==> src/rtl/mnfd_pkg.sv <==
package mnfd_pkg;
  // Register field positions: the bit layout software relies on.
  localparam int REG_W        = 32;
  localparam int FLD_M_LSB    = 0;
  localparam int FLD_N_LSB    = 16;
  localparam int FLD_INT_LSB  = 0;
  localparam int FLD_RLD_BIT  = 16;
  localparam int FLD_MAX_W    = 16;

  typedef enum logic {
    SEL_FRAC = 1'b0,
    SEL_INT  = 1'b1
  } reg_sel_e;
endpackage

==> src/rtl/mnfd_regs.sv <==
module mnfd_regs
  import mnfd_pkg::*;
#(
  parameter int INT_W  = 16,
  parameter int FRAC_W = 16
) (
  input  logic              clk,
  input  logic              rst_n,
  input  logic              wr_i,
  input  reg_sel_e          sel_i,
  input  logic [REG_W-1:0]  wdata_i,
  output logic [REG_W-1:0]  rdata_o,
  input  logic              take_i,
  output logic              pend_o,
  output logic [INT_W-1:0]  stg_int_o,
  output logic [FRAC_W-1:0] stg_m_o,
  output logic [FRAC_W-1:0] stg_n_o
);
  // Shadow copies seen by software
  logic [INT_W-1:0]  shd_int_q, shd_int_d;
  logic [FRAC_W-1:0] shd_m_q, shd_m_d;
  logic [FRAC_W-1:0] shd_n_q, shd_n_d;
  logic              shd_rld_q, shd_rld_d;
  // Staged set captured on a reload edge, waiting for the engine
  logic [INT_W-1:0]  stg_int_q, stg_int_d;
  logic [FRAC_W-1:0] stg_m_q, stg_m_d;
  logic [FRAC_W-1:0] stg_n_q, stg_n_d;
  logic              pend_q, pend_d;

  logic wr_frac, wr_int, rld_rise;
  logic unused_wbits;

  assign unused_wbits = ^wdata_i;

  always_comb begin
    wr_frac  = wr_i && (sel_i == SEL_FRAC);
    wr_int   = wr_i && (sel_i == SEL_INT);
    rld_rise = wr_int && wdata_i[FLD_RLD_BIT] && !shd_rld_q;

    shd_m_d   = wr_frac ? wdata_i[FLD_M_LSB +: FRAC_W] : shd_m_q;
    shd_n_d   = wr_frac ? wdata_i[FLD_N_LSB +: FRAC_W] : shd_n_q;
    shd_int_d = wr_int  ? wdata_i[FLD_INT_LSB +: INT_W] : shd_int_q;
    shd_rld_d = wr_int  ? wdata_i[FLD_RLD_BIT] : shd_rld_q;

    stg_int_d = rld_rise ? shd_int_d : stg_int_q;
    stg_m_d   = rld_rise ? shd_m_d   : stg_m_q;
    stg_n_d   = rld_rise ? shd_n_d   : stg_n_q;
    pend_d    = rld_rise || (pend_q && !take_i);
  end

  always_ff @(posedge clk or negedge rst_n) begin
    if (!rst_n) begin
      shd_int_q <= '0;
      shd_m_q   <= '0;
      shd_n_q   <= '0;
      shd_rld_q <= 1'b0;
      stg_int_q <= '0;
      stg_m_q   <= '0;
      stg_n_q   <= '0;
      pend_q    <= 1'b0;
    end else begin
      shd_int_q <= shd_int_d;
      shd_m_q   <= shd_m_d;
      shd_n_q   <= shd_n_d;
      shd_rld_q <= shd_rld_d;
      stg_int_q <= stg_int_d;
      stg_m_q   <= stg_m_d;
      stg_n_q   <= stg_n_d;
      pend_q    <= pend_d;
    end
  end

  always_comb begin
    rdata_o = '0;
    if (sel_i == SEL_FRAC) begin
      rdata_o[FLD_M_LSB +: FRAC_W] = shd_m_q;
      rdata_o[FLD_N_LSB +: FRAC_W] = shd_n_q;
    end else begin
      rdata_o[FLD_INT_LSB +: INT_W] = shd_int_q;
      rdata_o[FLD_RLD_BIT]          = shd_rld_q;
    end
  end

  assign pend_o    = pend_q;
  assign stg_int_o = stg_int_q;
  assign stg_m_o   = stg_m_q;
  assign stg_n_o   = stg_n_q;


  shadow_hold_chk: assert property (@(posedge clk) disable iff (!rst_n)
    !wr_i |=> ($stable(shd_int_q) && $stable(shd_m_q) && $stable(shd_n_q) && $stable(shd_rld_q)));


  reload_src_chk: assert property (@(posedge clk) disable iff (!rst_n)
    $rose(pend_q) |-> $past(wr_i && (sel_i == SEL_INT) && wdata_i[FLD_RLD_BIT]));


  held_bit_chk: assert property (@(posedge clk) disable iff (!rst_n)
    (!pend_q && shd_rld_q && wr_i && (sel_i == SEL_INT)) |=> !pend_q);
endmodule

==> src/rtl/mnfd_engine.sv <==
module mnfd_engine #(
  parameter int INT_W  = 16,
  parameter int FRAC_W = 16
) (
  input  logic              clk,
  input  logic              rst_n,
  input  logic              pend_i,
  input  logic [INT_W-1:0]  stg_int_i,
  input  logic [FRAC_W-1:0] stg_m_i,
  input  logic [FRAC_W-1:0] stg_n_i,
  output logic              take_o,
  output logic              clk_o
);
  localparam int LEN_W = INT_W + 1;
  localparam int SUM_W = FRAC_W + 1;

  // Active set
  logic [INT_W-1:0]  act_int_q, act_int_d;
  logic [FRAC_W-1:0] act_m_q, act_m_d;
  logic [FRAC_W-1:0] act_n_q, act_n_d;
  logic              act_ok_q, act_ok_d;
  // Period state
  logic [FRAC_W-1:0] acc_q, acc_d;
  logic [LEN_W-1:0]  len_q, len_d;
  logic [LEN_W-1:0]  cnt_q, cnt_d;
  logic              out_q, out_d;

  logic              at_end, take, nx_ok, carry;
  logic [INT_W-1:0]  nx_int;
  logic [FRAC_W-1:0] nx_m, nx_n, acc_base;
  logic [SUM_W-1:0]  sum;

  always_comb begin
    at_end = !act_ok_q || (cnt_q == (len_q - LEN_W'(1)));
    take   = at_end && pend_i;

    nx_int = take ? stg_int_i : act_int_q;
    nx_m   = take ? stg_m_i   : act_m_q;
    nx_n   = take ? stg_n_i   : act_n_q;
    nx_ok  = (nx_int >= INT_W'(2)) && (nx_n != '0) && (nx_m < nx_n);

    acc_base = take ? '0 : acc_q;
    sum      = SUM_W'(acc_base) + SUM_W'(nx_m);
    carry    = (sum >= SUM_W'(nx_n));

    act_int_d = nx_int;
    act_m_d   = nx_m;
    act_n_d   = nx_n;

    acc_d    = acc_q;
    len_d    = len_q;
    cnt_d    = cnt_q + LEN_W'(1);
    act_ok_d = act_ok_q;

    if (at_end) begin
      act_ok_d = nx_ok;
      cnt_d    = '0;
      if (nx_ok) begin
        len_d = LEN_W'(nx_int) + LEN_W'(carry);
        acc_d = carry ? FRAC_W'(sum - SUM_W'(nx_n)) : FRAC_W'(sum);
      end else begin
        len_d = '0;
        acc_d = '0;
      end
    end

    out_d = act_ok_d && (cnt_d < (len_d >> 1));
  end

  always_ff @(posedge clk or negedge rst_n) begin
    if (!rst_n) begin
      act_int_q <= '0;
      act_m_q   <= '0;
      act_n_q   <= '0;
      act_ok_q  <= 1'b0;
      acc_q     <= '0;
      len_q     <= '0;
      cnt_q     <= '0;
      out_q     <= 1'b0;
    end else begin
      act_int_q <= act_int_d;
      act_m_q   <= act_m_d;
      act_n_q   <= act_n_d;
      act_ok_q  <= act_ok_d;
      acc_q     <= acc_d;
      len_q     <= len_d;
      cnt_q     <= cnt_d;
      out_q     <= out_d;
    end
  end

  assign take_o = take;
  assign clk_o  = out_q;


  idle_low_chk: assert property (@(posedge clk) disable iff (!rst_n)
    !act_ok_q |-> !clk_o);


  acc_range_chk: assert property (@(posedge clk) disable iff (!rst_n)
    act_ok_q |-> (acc_q < act_n_q));


  len_range_chk: assert property (@(posedge clk) disable iff (!rst_n)
    act_ok_q |-> ((len_q == LEN_W'(act_int_q)) || (len_q == LEN_W'(act_int_q) + LEN_W'(1))));


  start_high_chk: assert property (@(posedge clk) disable iff (!rst_n)
    (act_ok_q && (cnt_q == '0)) |-> clk_o);


  mid_period_hold_chk: assert property (@(posedge clk) disable iff (!rst_n)
    (act_ok_q && (cnt_q != (len_q - LEN_W'(1))))
      |=> ($stable(act_int_q) && $stable(act_m_q) && $stable(act_n_q)));
endmodule

==> src/rtl/mn_frac_clkdiv.sv <==
module mn_frac_clkdiv
  import mnfd_pkg::*;
#(
  parameter int INT_W  = 16,
  parameter int FRAC_W = 16
) (
  input  logic        clk,
  input  logic        rst_n,
  input  logic        reg_wr,
  input  logic        reg_sel,
  input  logic [31:0] reg_wdata,
  output logic [31:0] reg_rdata,
  output logic        clk_out
);
  logic              pend, take;
  logic [INT_W-1:0]  stg_int;
  logic [FRAC_W-1:0] stg_m, stg_n;
  reg_sel_e          sel;

  assign sel = reg_sel_e'(reg_sel);

  mnfd_regs #(.INT_W(INT_W), .FRAC_W(FRAC_W)) u_regs (
    .clk      (clk),
    .rst_n    (rst_n),
    .wr_i     (reg_wr),
    .sel_i    (sel),
    .wdata_i  (reg_wdata),
    .rdata_o  (reg_rdata),
    .take_i   (take),
    .pend_o   (pend),
    .stg_int_o(stg_int),
    .stg_m_o  (stg_m),
    .stg_n_o  (stg_n)
  );

  mnfd_engine #(.INT_W(INT_W), .FRAC_W(FRAC_W)) u_engine (
    .clk      (clk),
    .rst_n    (rst_n),
    .pend_i   (pend),
    .stg_int_i(stg_int),
    .stg_m_i  (stg_m),
    .stg_n_i  (stg_n),
    .take_o   (take),
    .clk_o    (clk_out)
  );


  reset_quiet_chk: assert property (@(posedge clk) disable iff (!rst_n)
    $rose(rst_n) |-> !clk_out);
endmodule

==> config.mk <==
export PLATFORM = sky130hd
export DESIGN_NAME = mn_frac_clkdiv
export DESIGN_NICKNAME = d
export VERILOG_FILES = /design/src/rtl/mnfd_pkg.sv /design/src/rtl/mnfd_regs.sv /design/src/rtl/mnfd_engine.sv /design/src/rtl/mn_frac_clkdiv.sv
export SDC_FILE = /design/constraint.sdc
export NUM_CORES = 1
export LEC_CHECK = 0
export ABC_AREA = 1
export BUFFER_PORTS_ARGS = -buffer_cell sky130_fd_sc_hd__buf_2
export CAP_MARGIN = 20
export CORE_MARGIN = 1
export CORE_UTILIZATION = 50
export CTS_CLUSTER_SIZE = 12
export DETAILED_ROUTE_END_ITERATION = 6
export PLACE_DENSITY_LB_ADDON = 0.3
export RECOVER_POWER = 50
export SETUP_SLACK_MARGIN = 0.2
export SYNTH_ARGS = -nofsm -noshare
export SYNTH_HDL_FRONTEND = slang
export SYNTH_HIERARCHICAL = 1
export SYNTH_SLANG_ARGS = --single-unit
==> constraint.sdc <==
create_clock -name clk -period 10.3 [get_ports clk]
set_input_delay 1.545 -clock clk [delete_from_list [all_inputs] [get_ports clk]]
set_output_delay 1.545 -clock clk [all_outputs]
set_load 0.03 [all_outputs]
==> results of run 1 <==
final cells by class:
type                       instances  area (um^2)  share of cell area
inverter                         187        701.9             0.05373
tap                              319        399.1             0.03055
sequential                       198         4955              0.3793
clock buffer                      18        439.2             0.03362
multi-input combinational       1186         5978              0.4576
timing repair buffer              77        416.7             0.03189
clock inverter                    14        173.9             0.01331
layout by cell type, fill, tap and decap left out, types with 4 or more instances in the layout:
cell type	count
nand2_1	651
dfrtp_1	198
inv_1	169
nor2_1	118
nand3_1	109
buf_2	65
ha_1	62
a21oi_1	48
xor2_1	30
o21ai_0	29
nand4_1	18
clkbuf_16	17
inv_2	17
xnor2_1	16
nand2_2	13
o21ai_2	13
nor3_1	12
nor2_2	9
buf_4	6
inv_8	5
clkbuf_1	5
nand3b_1	5
nand3_2	5
o21a_1	5
o22ai_2	5
o21ai_1	4
cells by family after synthesis:
| kind of cell | count (synthesis) | synth area share |
|---|---|---|
| compound gates | 119 | 0.06346 |
| xor+xnor | 46 | 0.03378 |
| fa+ha+maj | 64 | 0.06839 |
| buf+inv | 239 | 0.08413 |
| flops | 198 | 0.4154 |
| simple gates | 957 | 0.3348 |
power by group through the flow:
stage	clock network (mW)	registers, mW	logic [mW]
6_report	0.693	1.11	2.46
5_1_grt	0.735	1.13	2.81
4_1_cts	0.703	1.11	2.45
3_5_place_dp	0	1.12	2.43
3_3_place_gp	0	1.12	2.39
2_1_floorplan	0	1.08	1.95
cells in the mapped netlist (3+ instances only):
cell	instances
nand2_1	650
xor2_1	30
nor3_1	12
nor2_1	119
inv_1	168
o21ai_2	13
nand3_2	5
dfrtp_1	198
ha_1	62
nor4_1	3
o21a_1	5
a21oi_1	48
clkbuf_1	15
nor2_2	8
o22ai_2	5
o21bai_1	3
buf_1	5
buf_2	16
xnor2_1	16
buf_6	7
nand2_2	14
o21ai_0	29
o21ai_1	4
nand3_1	109
nand3b_1	5
buf_4	9
nand4_1	18
inv_2	18
per-layer routing:
| metal | global-route usage | share of wire | up-vias |
|---|---|---|---|
| met5 | 0 | 0 | - |
| met4 | 0.06723 | 0.012 | 0 |
| met3 | 0.03822 | 0.039 | 26 |
| met2 | 0.4473 | 0.49 | 203 |
| met1 | 0.3370 | 0.46 | 4921 |
| li1 | - | - | 5162 |
registers in the layout, summed over array words and instances, names as in the netlist:
signal,flops
u_engine/cnt_q,17
u_regs/stg_int_o,16
u_regs/shd_int_q,16
u_regs/shd_n_q,16
u_engine/len_q,17
u_engine/clk_o,1
u_regs/stg_n_o,16
u_regs/stg_m_o,16
u_engine/act_int_q,16
u_regs/shd_rld_q,1
u_engine/act_n_q,16
u_regs/pend_o,1
u_engine/acc_q,16
u_engine/act_m_q,16
u_regs/shd_m_q,16
u_engine/act_ok_q,1
timing repair:
| item | CTS | global route |
|---|---|---|
| setup endpoints to repair | 0 | 1 |
| hold endpoints to repair | 0 | 0 |
| gates resized for setup | 0 | 1 |
| buffers inserted | 0 | 0 |
worst register-to-register path: cells and delay by family, from the launching register on:
kind | cells | cell delay [ps]
buffers and inverters | 4 | 890
XOR/XNOR | 2 | 230
AND/OR/NAND/NOR | 24 | 3070
AO/OA/AOI/OAI | 15 | 2610
adder cells (fa/ha/maj) | 7 | 1930
flip-flops | 1 | 380
worst paths after layout:
kind                                             to  slack [ps]  cells past startpoint
worst max-delay path                 u_engine/clk_o        1170                     52
worst min-delay path             u_engine/acc_q[15]         480                      2
worst max register to register       u_engine/clk_o        1170                     52
worst min register to register   u_engine/acc_q[15]         480                      2
max in group asynchronous       u_engine/act_n_q[6]        2890                      2
min in group asynchronous        u_engine/acc_q[10]        2590                      1
==> metrics.md, run 1 <==
| Metric | Value |
|---|---|
| Drt wl/cell | `14.85 um` |
| Period minus WS final | `9126 ps` |
| GRT Total Usage | `0.2582` |
| Fmax | `109.6 MHz` |
| Failing checks | `capacitance limit, slew limit` |
| Final core utilization | `0.5582` |
| Element type at the critical path start | `flip-flop` |
| DP Worst Slack | `1304 ps` |
| Via/cell ratio | `5.159` |
| Period utilization | `0.8861` |
| Net Switching | `2.055 mW` |
| Fin nets | `1767` |
| WL final | `29690 um` |
| Setup CP Type | `flip-flop to flip-flop` |
| Setup ws final | `1174 ps` |
| DR iter-0 viols | `between 600 and 700` |
| Layout cell share with drive strength beyond 1 | `0.1054` |
| Cts bufs inserted | `17` |
| Cells after Synth | `1623` |
| EDFF count, synth | `0` |
| Ys Warns | `6` |
| Drt drc | `0` |
| Worst path max stage delay | `roughly 550 ps` |
| Core region area | `0.02340 mm^2` |
| Initial antenna violation count | `0` |
| Setup TNS | `0 ps` |
| Yosys reg bits | `roughly 200` |
| Final Max Tran Viols | `approximately 260` |
| Fin Hold WS | `477.7 ps` |
| PortBufs | `68` |
| Via Count | `10.31k` |
| CTS Root Cell | `clkbuf_16` |
| Status | `complete, but fails checks` |
| Buf+Inv Stages, Crit Path | `4` |
| Hold Crit Class | `flip-flop to flip-flop` |
| Worst-path clk slew | `~90 ps` |
| DRT antenna net count | `0` |
| Crit path top cell by count | `nand2_1` |
| Non-filler cells in the finished layout | `1999` |
| DRT Pass-1 Iters | `5` |
| CTS H-tree lvls | `4` |
| Worst EP required | `10670 ps` |
| Synthesized cell area | `0.01193 mm^2` |
| LEAKAGE | `7.203 nW` |
| Vias in the first global route | `10.13k` |
| Final instance area | `roughly 0.013 mm^2` |
| Peak VDD IR | `159.1 uV` |
| CTS Buffer Depth | `2` |
| Max-cap violation count | `4` |
| Slew @ Worst Pin | `4186 ps` |
| Yosys cell types | `50` |
| Clock power share | `0.162` |
| Design Power | `4.264 mW` |
| Seq/Total Area, Yosys | `0.4154` |
| Seq pwr share | `0.260` |
| Fillers | `2280` |
| Async S/R FF share, synth | `1.000` |
| Critical Path AT | `9500 ps` |
| IO Pins | `69` |
| First-pass GRT wire length | `49710 um` |
| Worst r2r src | `u_engine/len_q[0]` |
| PwrDens | `around 330 mW/mm^2` |
| Cell Rows | `56` |
| Worst Setup SP | `u_engine/len_q[0]` |
| Final Wtd Congestion | `0.9303` |
| Main synth FF type | `dfrtp_1` |
| Mapped Avg Cell Area | `7.349 um^2` |
| Logic gate share of total power | `0.577` |
| CTS tree | `done` |
| Final setup violation count | `0` |
| Post-synth top area share | `0.4154` |
| DP HPWL | `~22000 um` |
| Clock Skews | `20.86 ps` |
| Clock latency on the worst-skew pair | `440 ps` |
| Die Width | `between 150 and 200 um` |
| Ant diodes | `0` |
| Cell taking the most area after synthesis | `dfrtp_1` |
| Crit. End Element | `flip-flop` |
| Final Hold Fails | `0` |
| Worst hold start | `u_engine/acc_q[15]` |
| Total placed cells including tap cells | `1966` |
| Clock sink count | `198` |
| Max_slew headroom | `-1.791` |
| CP max FO | `slightly above 60` |
| CTS hold repair buffers | `0` |
| Int Pwr | `2.209 mW` |
| Synth top area cells | `dfrtp_1, nand2_1, ha_1` |
| Synth-to-layout area growth | `9.525%` |
| Die H | `~160 um` |
| Post-Syn Nets | `1723` |
| Die Area | `0.02448 mm^2` |
| Slowest-stage cell, CP | `buf_4` |
| RSZ-0062 raised after global routing | `false` |
| Total grt overflow | `0` |
| Starting Density | `0.5097` |
| CP delay by family, top | `simple AND/OR/NAND/NOR gates` |
| Switch share | `0.4820` |
| Largest net degree at the start of global routing | `77` |
| Area after DPL | `between 0.01 and 0.015 mm^2` |
Power figures use the tool's default switching activity.
==> run 2, diff against run 1 <==
--- a/config.mk
+++ b/config.mk
@@ -7,9 +7,9 @@
 export LEC_CHECK = 0
 export ABC_AREA = 1
 export BUFFER_PORTS_ARGS = -buffer_cell sky130_fd_sc_hd__buf_2
-export CAP_MARGIN = 20
+export CAP_MARGIN = 5
 export CORE_MARGIN = 1
-export CORE_UTILIZATION = 50
+export CORE_UTILIZATION = 40
 export CTS_CLUSTER_SIZE = 12
 export DETAILED_ROUTE_END_ITERATION = 6
 export PLACE_DENSITY_LB_ADDON = 0.3
==> metrics.md, run 2 (synthesized netlist as in run 1, its figures left out) <==
| Metric | Value |
|---|---|
| Period utilization | `0.8871 (+0.001076)` |
| First-pass GRT wire length | `51720 um (+4.0%)` |
| Crit. End Element | `flip-flop` |
| Cts bufs inserted | `17 (unchanged)` |
| Setup TNS | `0 ps (unchanged)` |
| Int Pwr | `2.242 mW (+1.5%)` |
| Area after DPL | `0.01250 mm^2 (+0.47%)` |
| Final setup violation count | `0 (unchanged)` |
| Via/cell ratio | `4.956 (-3.9%)` |
| DRT antenna net count | `0 (unchanged)` |
| Setup ws final | `1162 ps (-11.08 ps)` |
| CP delay by family, top | `simple AND/OR/NAND/NOR gates` |
| Met3 wire length | `1138 um (-1.1%)` |
| Die Area | `0.03051 mm^2 (+25%)` |
| Status | `complete, but fails checks` |
| CP max FO | `61 (unchanged)` |
| Max_slew headroom | `-3.360 (-1.569)` |
| Clock latency on the worst-skew pair | `450 ps (about the same)` |
| Worst EP required | `10670 ps (about the same)` |
| Slowest-stage cell, CP | `buf_4` |
| Crit path top cell by count | `nand2_1` |
| Hold Crit Class | `flip-flop to flip-flop` |
| CTS tree | `done` |
| GRT Total Usage | `0.2140 (-0.04421)` |
| Total grt overflow | `0 (unchanged)` |
| Drt wl/cell | `15.05 um (+1.4%)` |
| Ant diodes | `0 (unchanged)` |
| Design Power | `4.295 mW (+0.73%)` |
| CTS Root Cell | `clkbuf_16` |
| Die H | `174.7 um (+12%)` |
| CTS hold repair buffers | `0 (unchanged)` |
| Clock Skews | `11.75 ps (-9.116 ps)` |
| Max-cap violation count | `3 (-1)` |
| Peak VDD IR | `154.3 uV (-3.0%)` |
| Highest metal used | `met4` |
| Logic gate share of total power | `0.570 (-0.007)` |
| LEAKAGE | `7.192 nW (-0.15%)` |
| Setup CP Type | `flip-flop to flip-flop` |
| WL final | `31010 um (+4.5%)` |
| Failing checks | `capacitance limit, slew limit` |
| Top flop regs | `u_engine/cnt_q: 17 flops, u_engine/len_q: 17 flops` |
| CTS H-tree lvls | `4 (unchanged)` |
| Total placed cells including tap cells | `2028 (+3.2%)` |
| DRT Pass-1 Iters | `5 (unchanged)` |
| Fmax | `109.4 MHz (-0.12%)` |
| Critical Path AT | `9510 ps (about the same)` |
| Slew @ Worst Pin | `6540 ps (+2354 ps)` |
| PwrDens | `327.2 mW/mm^2 (+0.24%)` |
| Buf+Inv Stages, Crit Path | `4 (unchanged)` |
| DR iter-0 viols | `739 (+10%)` |
| Clock power share | `0.171 (+0.009)` |
| Switch share | `0.4780 (-0.003941)` |
| Final core utilization | `0.4525 (-0.1057)` |
| Final Max Tran Viols | `252 (-1.2%)` |
| CTS Buffer Depth | `2 (unchanged)` |
| Seq pwr share | `0.258 (-0.002)` |
| Period minus WS final | `9138 ps (+11.08 ps)` |
| Fin nets | `1763 (-0.23%)` |
| Synth-to-layout area growth | `10.06%` |
| Clock sink count | `198 (unchanged)` |
| RSZ-0062 raised after global routing | `false` |
| Layout cell share with drive strength beyond 1 | `0.1026 (-0.002732)` |
| Drt drc | `0 (unchanged)` |
| DP Worst Slack | `1216 ps (-88.13 ps)` |
| Worst path max stage delay | `540 ps (about the same)` |
| DP HPWL | `22900 um (+4.8%)` |
| Fin Hold WS | `479.5 ps (+1.821 ps)` |
| Post-Route M1 WL | `14680 um (+8.0%)` |
| Non-filler cells in the finished layout | `2060 (+3.1%)` |
| Core region area | `0.02901 mm^2 (+24%)` |
| Element type at the critical path start | `flip-flop` |
| Vias in the first global route | `9940 (-1.8%)` |
| IO Pins | `69 (unchanged)` |
| PortBufs | `68 (unchanged)` |
| Via Count | `10.21k (-1.0%)` |
| Worst-path clk slew | `80 ps (about the same)` |
| Die Width | `174.7 um (+12%)` |
| Net Switching | `2.053 mW (about the same)` |
| Starting Density | `0.4111 (-0.09856)` |
| Largest net degree at the start of global routing | `124 (+61%)` |
| Most frequent cells in the layout | `nand2_1, dfrtp_1, inv_1, nor2_1, nand3_1` |
| Commonest non-fill, non-tap cell in the layout | `nand2_1` |
| Met2 routed WL | `14880 um (+2.1%)` |
| Final Wtd Congestion | `0.8778 (-5.6%)` |
| Final instance area | `0.01313 mm^2 (+0.49%)` |
| Final Hold Fails | `0 (unchanged)` |
| Cell Rows | `62 (+11%)` |
| Initial antenna violation count | `0 (unchanged)` |
run 2: cell types whose count changed in the layout (fill, tap and decap cells not counted), moves of 2 or more:
cell	before	now
clkinv_4	0	2
inv_8	5	2
buf_4	6	2
bufinv_16	1	3
run 2: final timing paths:
| kind | from | to | slack, ps | depth (start not counted) |
|---|---|---|---|---|
| setup / recovery | u_engine/len_q[0] | u_engine/clk_o | 1160 | 53 |
| hold / removal | u_engine/acc_q[7] | u_engine/acc_q[7] | 480 | 2 |
| setup reg to reg | u_engine/len_q[0] | u_engine/clk_o | 1160 | 53 |
| hold reg to reg | u_engine/acc_q[7] | u_engine/acc_q[7] | 480 | 2 |
| max in group asynchronous | rst_n | u_engine/cnt_q[12] | 2350 | 2 |
| min in group asynchronous | rst_n | u_regs/shd_n_q[11] | 3530 | 1 |
run 2: power by group through the flow:
stage               Combinational (mW)  Clock (mW)  Sequential [mW]
global placement                  2.41           0             1.12
global route                      2.81       0.777             1.14
floorplan                         1.95           0             1.08
CTS                               2.45       0.747             1.11
finish                            2.45       0.735             1.11
detailed placement                2.44           0             1.12
run 2: repair_timing:
item	CTS	global route
hold endpoints to repair	0	0
buffers inserted	0	0
endpoints found under the setup margin	0	1
gates resized for setup	0	3
run 2: metal layers:
layer	global-route usage	up-vias
li1	-	5156
met1	0.2938	4865
met2	0.3528	165
met3	0.03416	23
met4	0.05036	0
met5	0	-
run 2: worst reg2reg max path: cells and delay by family (launching register included):
family                   cells  cell delay, ps
AO/OA/AOI/OAI               15            2520
AND/OR/NAND/NOR             26            3290
adder cells (fa/ha/maj)      7            1920
XOR/XNOR                     1              90
flip-flops                   1             380
buffers and inverters        4             860
run 2: area by class of cell:
| class | count | area (um^2) |
|---|---|---|
| fill | 3044 | 15890 |
| multi-input combinational | 1186 | 5976 |
| sequential | 198 | 4955 |
| inverter | 187 | 701.9 |
| tap | 384 | 480.5 |
| clock buffer | 17 | 425.4 |
| timing repair buffer | 73 | 371.6 |
| clock inverter | 15 | 217.7 |
==> run 3, diff against run 2 <==
--- a/config.mk
+++ b/config.mk
@@ -12,6 +12,7 @@
 export CORE_UTILIZATION = 40
 export CTS_CLUSTER_SIZE = 12
 export DETAILED_ROUTE_END_ITERATION = 6
+export GPL_TIMING_DRIVEN = 0
 export PLACE_DENSITY_LB_ADDON = 0.3
 export RECOVER_POWER = 50
 export SETUP_SLACK_MARGIN = 0.2
==> metrics.md, run 3 (synthesized netlist as in run 1, its figures left out) <==
| Metric | Value |
|---|---|
| Peak VDD IR | `190.2 uV (+23%)` |
| Final setup violation count | `0 (unchanged)` |
| Crit. End Element | `flip-flop` |
| Die Area | `0.03051 mm^2 (unchanged)` |
| Die Width | `174.7 um (unchanged)` |
| Starting Density | `0.4111 (unchanged)` |
| CTS H-tree lvls | `4 (unchanged)` |
| Most frequent cells in the layout | `nand2_1, dfrtp_1, inv_1, nor2_1, nand3_1` |
| Period utilization | `0.8870 (about the same)` |
| Drt wl/cell | `15.62 um (+3.8%)` |
| Status | `complete, but fails checks` |
| Worst-path clk slew | `80 ps (about the same)` |
| CTS tree | `done` |
| PwrDens | `329.1 mW/mm^2 (+0.58%)` |
| Setup TNS | `0 ps (unchanged)` |
| LEAKAGE | `7.336 nW (+2.0%)` |
| Slowest-stage cell, CP | `fa_1` |
| Worst Hold Depth | `2 (unchanged)` |
| Worst-case reg-to-reg path depth | `55 (+3.8%)` |
| DP HPWL | `25250 um (+10%)` |
| Drt drc | `0 (unchanged)` |
| Sequential Area | `0.004955 mm^2 (unchanged)` |
| Slew @ Worst Pin | `4491 ps (-2049 ps)` |
| Worst EP required | `10620 ps (-50 ps)` |
| Fmax | `109.5 MHz (about the same)` |
| Largest net degree at the start of global routing | `119 (-4.0%)` |
| Final Hold Fails | `0 (unchanged)` |
| Highest metal used | `met4` |
| Fillers | `2968 (-2.5%)` |
| Period minus WS final | `9136 ps (-1.390 ps)` |
| Worst path max stage delay | `410 ps (-130 ps)` |
| WL final | `32910 um (+6.1%)` |
| Final Wtd Congestion | `0.9233 (+5.2%)` |
| Element type at the critical path start | `flip-flop` |
| First-pass GRT wire length | `53890 um (+4.2%)` |
| Hold Crit Class | `flip-flop to flip-flop` |
| Synth-to-layout area growth | `12.25%` |
| Cts bufs inserted | `17 (unchanged)` |
| Via/cell ratio | `4.991 (+0.70%)` |
| DRT Pass-1 Iters | `5 (unchanged)` |
| Cell Rows | `62 (unchanged)` |
| Max-cap violation count | `2 (-1)` |
| CTS Buffer Depth | `2 (unchanged)` |
| PortBufs | `67 (-1.5%)` |
| DRT antenna net count | `0 (unchanged)` |
| Clock Skews | `11.69 ps (-0.05390 ps)` |
| Fin nets | `1810 (+2.7%)` |
| CTS Root Cell | `clkbuf_16` |
| Area after DPL | `0.01278 mm^2 (+2.3%)` |
| Initial antenna violation count | `0 (unchanged)` |
| Core region area | `0.02901 mm^2 (unchanged)` |
| Vias in the first global route | `10.23k (+2.9%)` |
| Layout cell share with drive strength beyond 1 | `0.1167 (+0.01403)` |
| Die H | `174.7 um (unchanged)` |
| Post-Route M1 WL | `15540 um (+5.9%)` |
| Clock latency on the worst-skew pair | `450 ps (about the same)` |
| Multi-input gate area | `0.005974 mm^2 (about the same)` |
| Met3 wire length | `1580 um (+39%)` |
| Top flop regs | `u_engine/cnt_q: 17 flops, u_engine/len_q: 17 flops` |
| IO Pins | `69 (unchanged)` |
| Critical Path AT | `9450 ps (-60 ps)` |
| Failing checks | `capacitance limit, slew limit` |
| Final instance area | `0.01339 mm^2 (+2.0%)` |
| Clock sink count | `198 (unchanged)` |
| GRT Total Usage | `0.2245 (+0.01055)` |
| RSZ-0062 raised after global routing | `false` |
| DP Worst Slack | `368.7 ps (-847.0 ps)` |
| Via Count | `10.52k (+3.0%)` |
| Total grt overflow | `0 (unchanged)` |
| Setup CP Type | `flip-flop to flip-flop` |
| Ant diodes | `0 (unchanged)` |
| Commonest non-fill, non-tap cell in the layout | `nand2_1` |
| Met2 routed WL | `15240 um (+2.4%)` |
| Crit path top cell by count | `nand2_1` |
| DR iter-0 viols | `827 (+12%)` |
| CP max FO | `10 (-84%)` |
| Final Max Tran Viols | `201 (-20%)` |
| Setup ws final | `1164 ps (+1.390 ps)` |
| Max_slew headroom | `-1.994 (+1.366)` |
## run 3: final timing paths
| kind | from | slack, ps | end |
|---|---|---|---|
| min in group asynchronous | rst_n | 2700 | u_regs/stg_n_o[2] |
| setup / recovery | u_engine/len_q[0] | 1160 | u_engine/clk_o |
| max in group asynchronous | rst_n | 2950 | u_engine/len_q[14] |
| hold reg to reg | u_regs/stg_int_o[5] | 480 | u_regs/stg_int_o[5] |
| setup reg to reg | u_engine/len_q[0] | 1160 | u_engine/clk_o |
| hold / removal | u_regs/stg_int_o[5] | 480 | u_regs/stg_int_o[5] |
## run 3: cell type report
cell class	instances	share of cell area
sequential	198	0.3701
clock inverter	15	0.01598
clock buffer	17	0.03177
multi-input combinational	1186	0.4462
tap	384	0.03588
timing repair buffer	68	0.02523
inverter	187	0.05242
buffer	52	0.02243
## run 3: repair_timing
action,CTS,global route
endpoints found under the hold margin,0,0
endpoints found under the setup margin,0,1
buffers inserted,0,0
hold buffers,0,0
gates resized for setup,0,19
## run 3: worst max-delay path: cells and delay by family, from the launching register on
family | cells | cell delay [ps]
compound gates | 12 | 1930
xor+xnor | 1 | 90
fa+ha+maj | 7 | 1950
buf+inv | 7 | 1210
flops | 1 | 390
simple gates | 28 | 3420
## run 3: routing by layer
layer	global-route usage	up-vias
met1	0.3180	4946
met3	0.03155	38
met4	0.05978	0
met2	0.3588	273
met5	0	-
li1	-	5258
## run 3: power by group
part	switching (mW)	total [mW]	internal [mW]
Clock	0.333	0.728	0.394
Sequential	0.126	1.11	0.980
Combinational	1.65	2.57	0.922
## run 3: metrics by stage
stage                     utilization  cells  hold WS [ps]  power (mW)
after detailed placement       0.4405   2075         464.5       3.644
after global placement         0.4392   2074         460.1       3.587
after CTS                      0.4626   2107         485.4       4.398
after floorplan                     -   1623         440.2       3.027
after global routing           0.4615   2107         503.3       4.819
final                          0.4615   2107         479.9       4.407
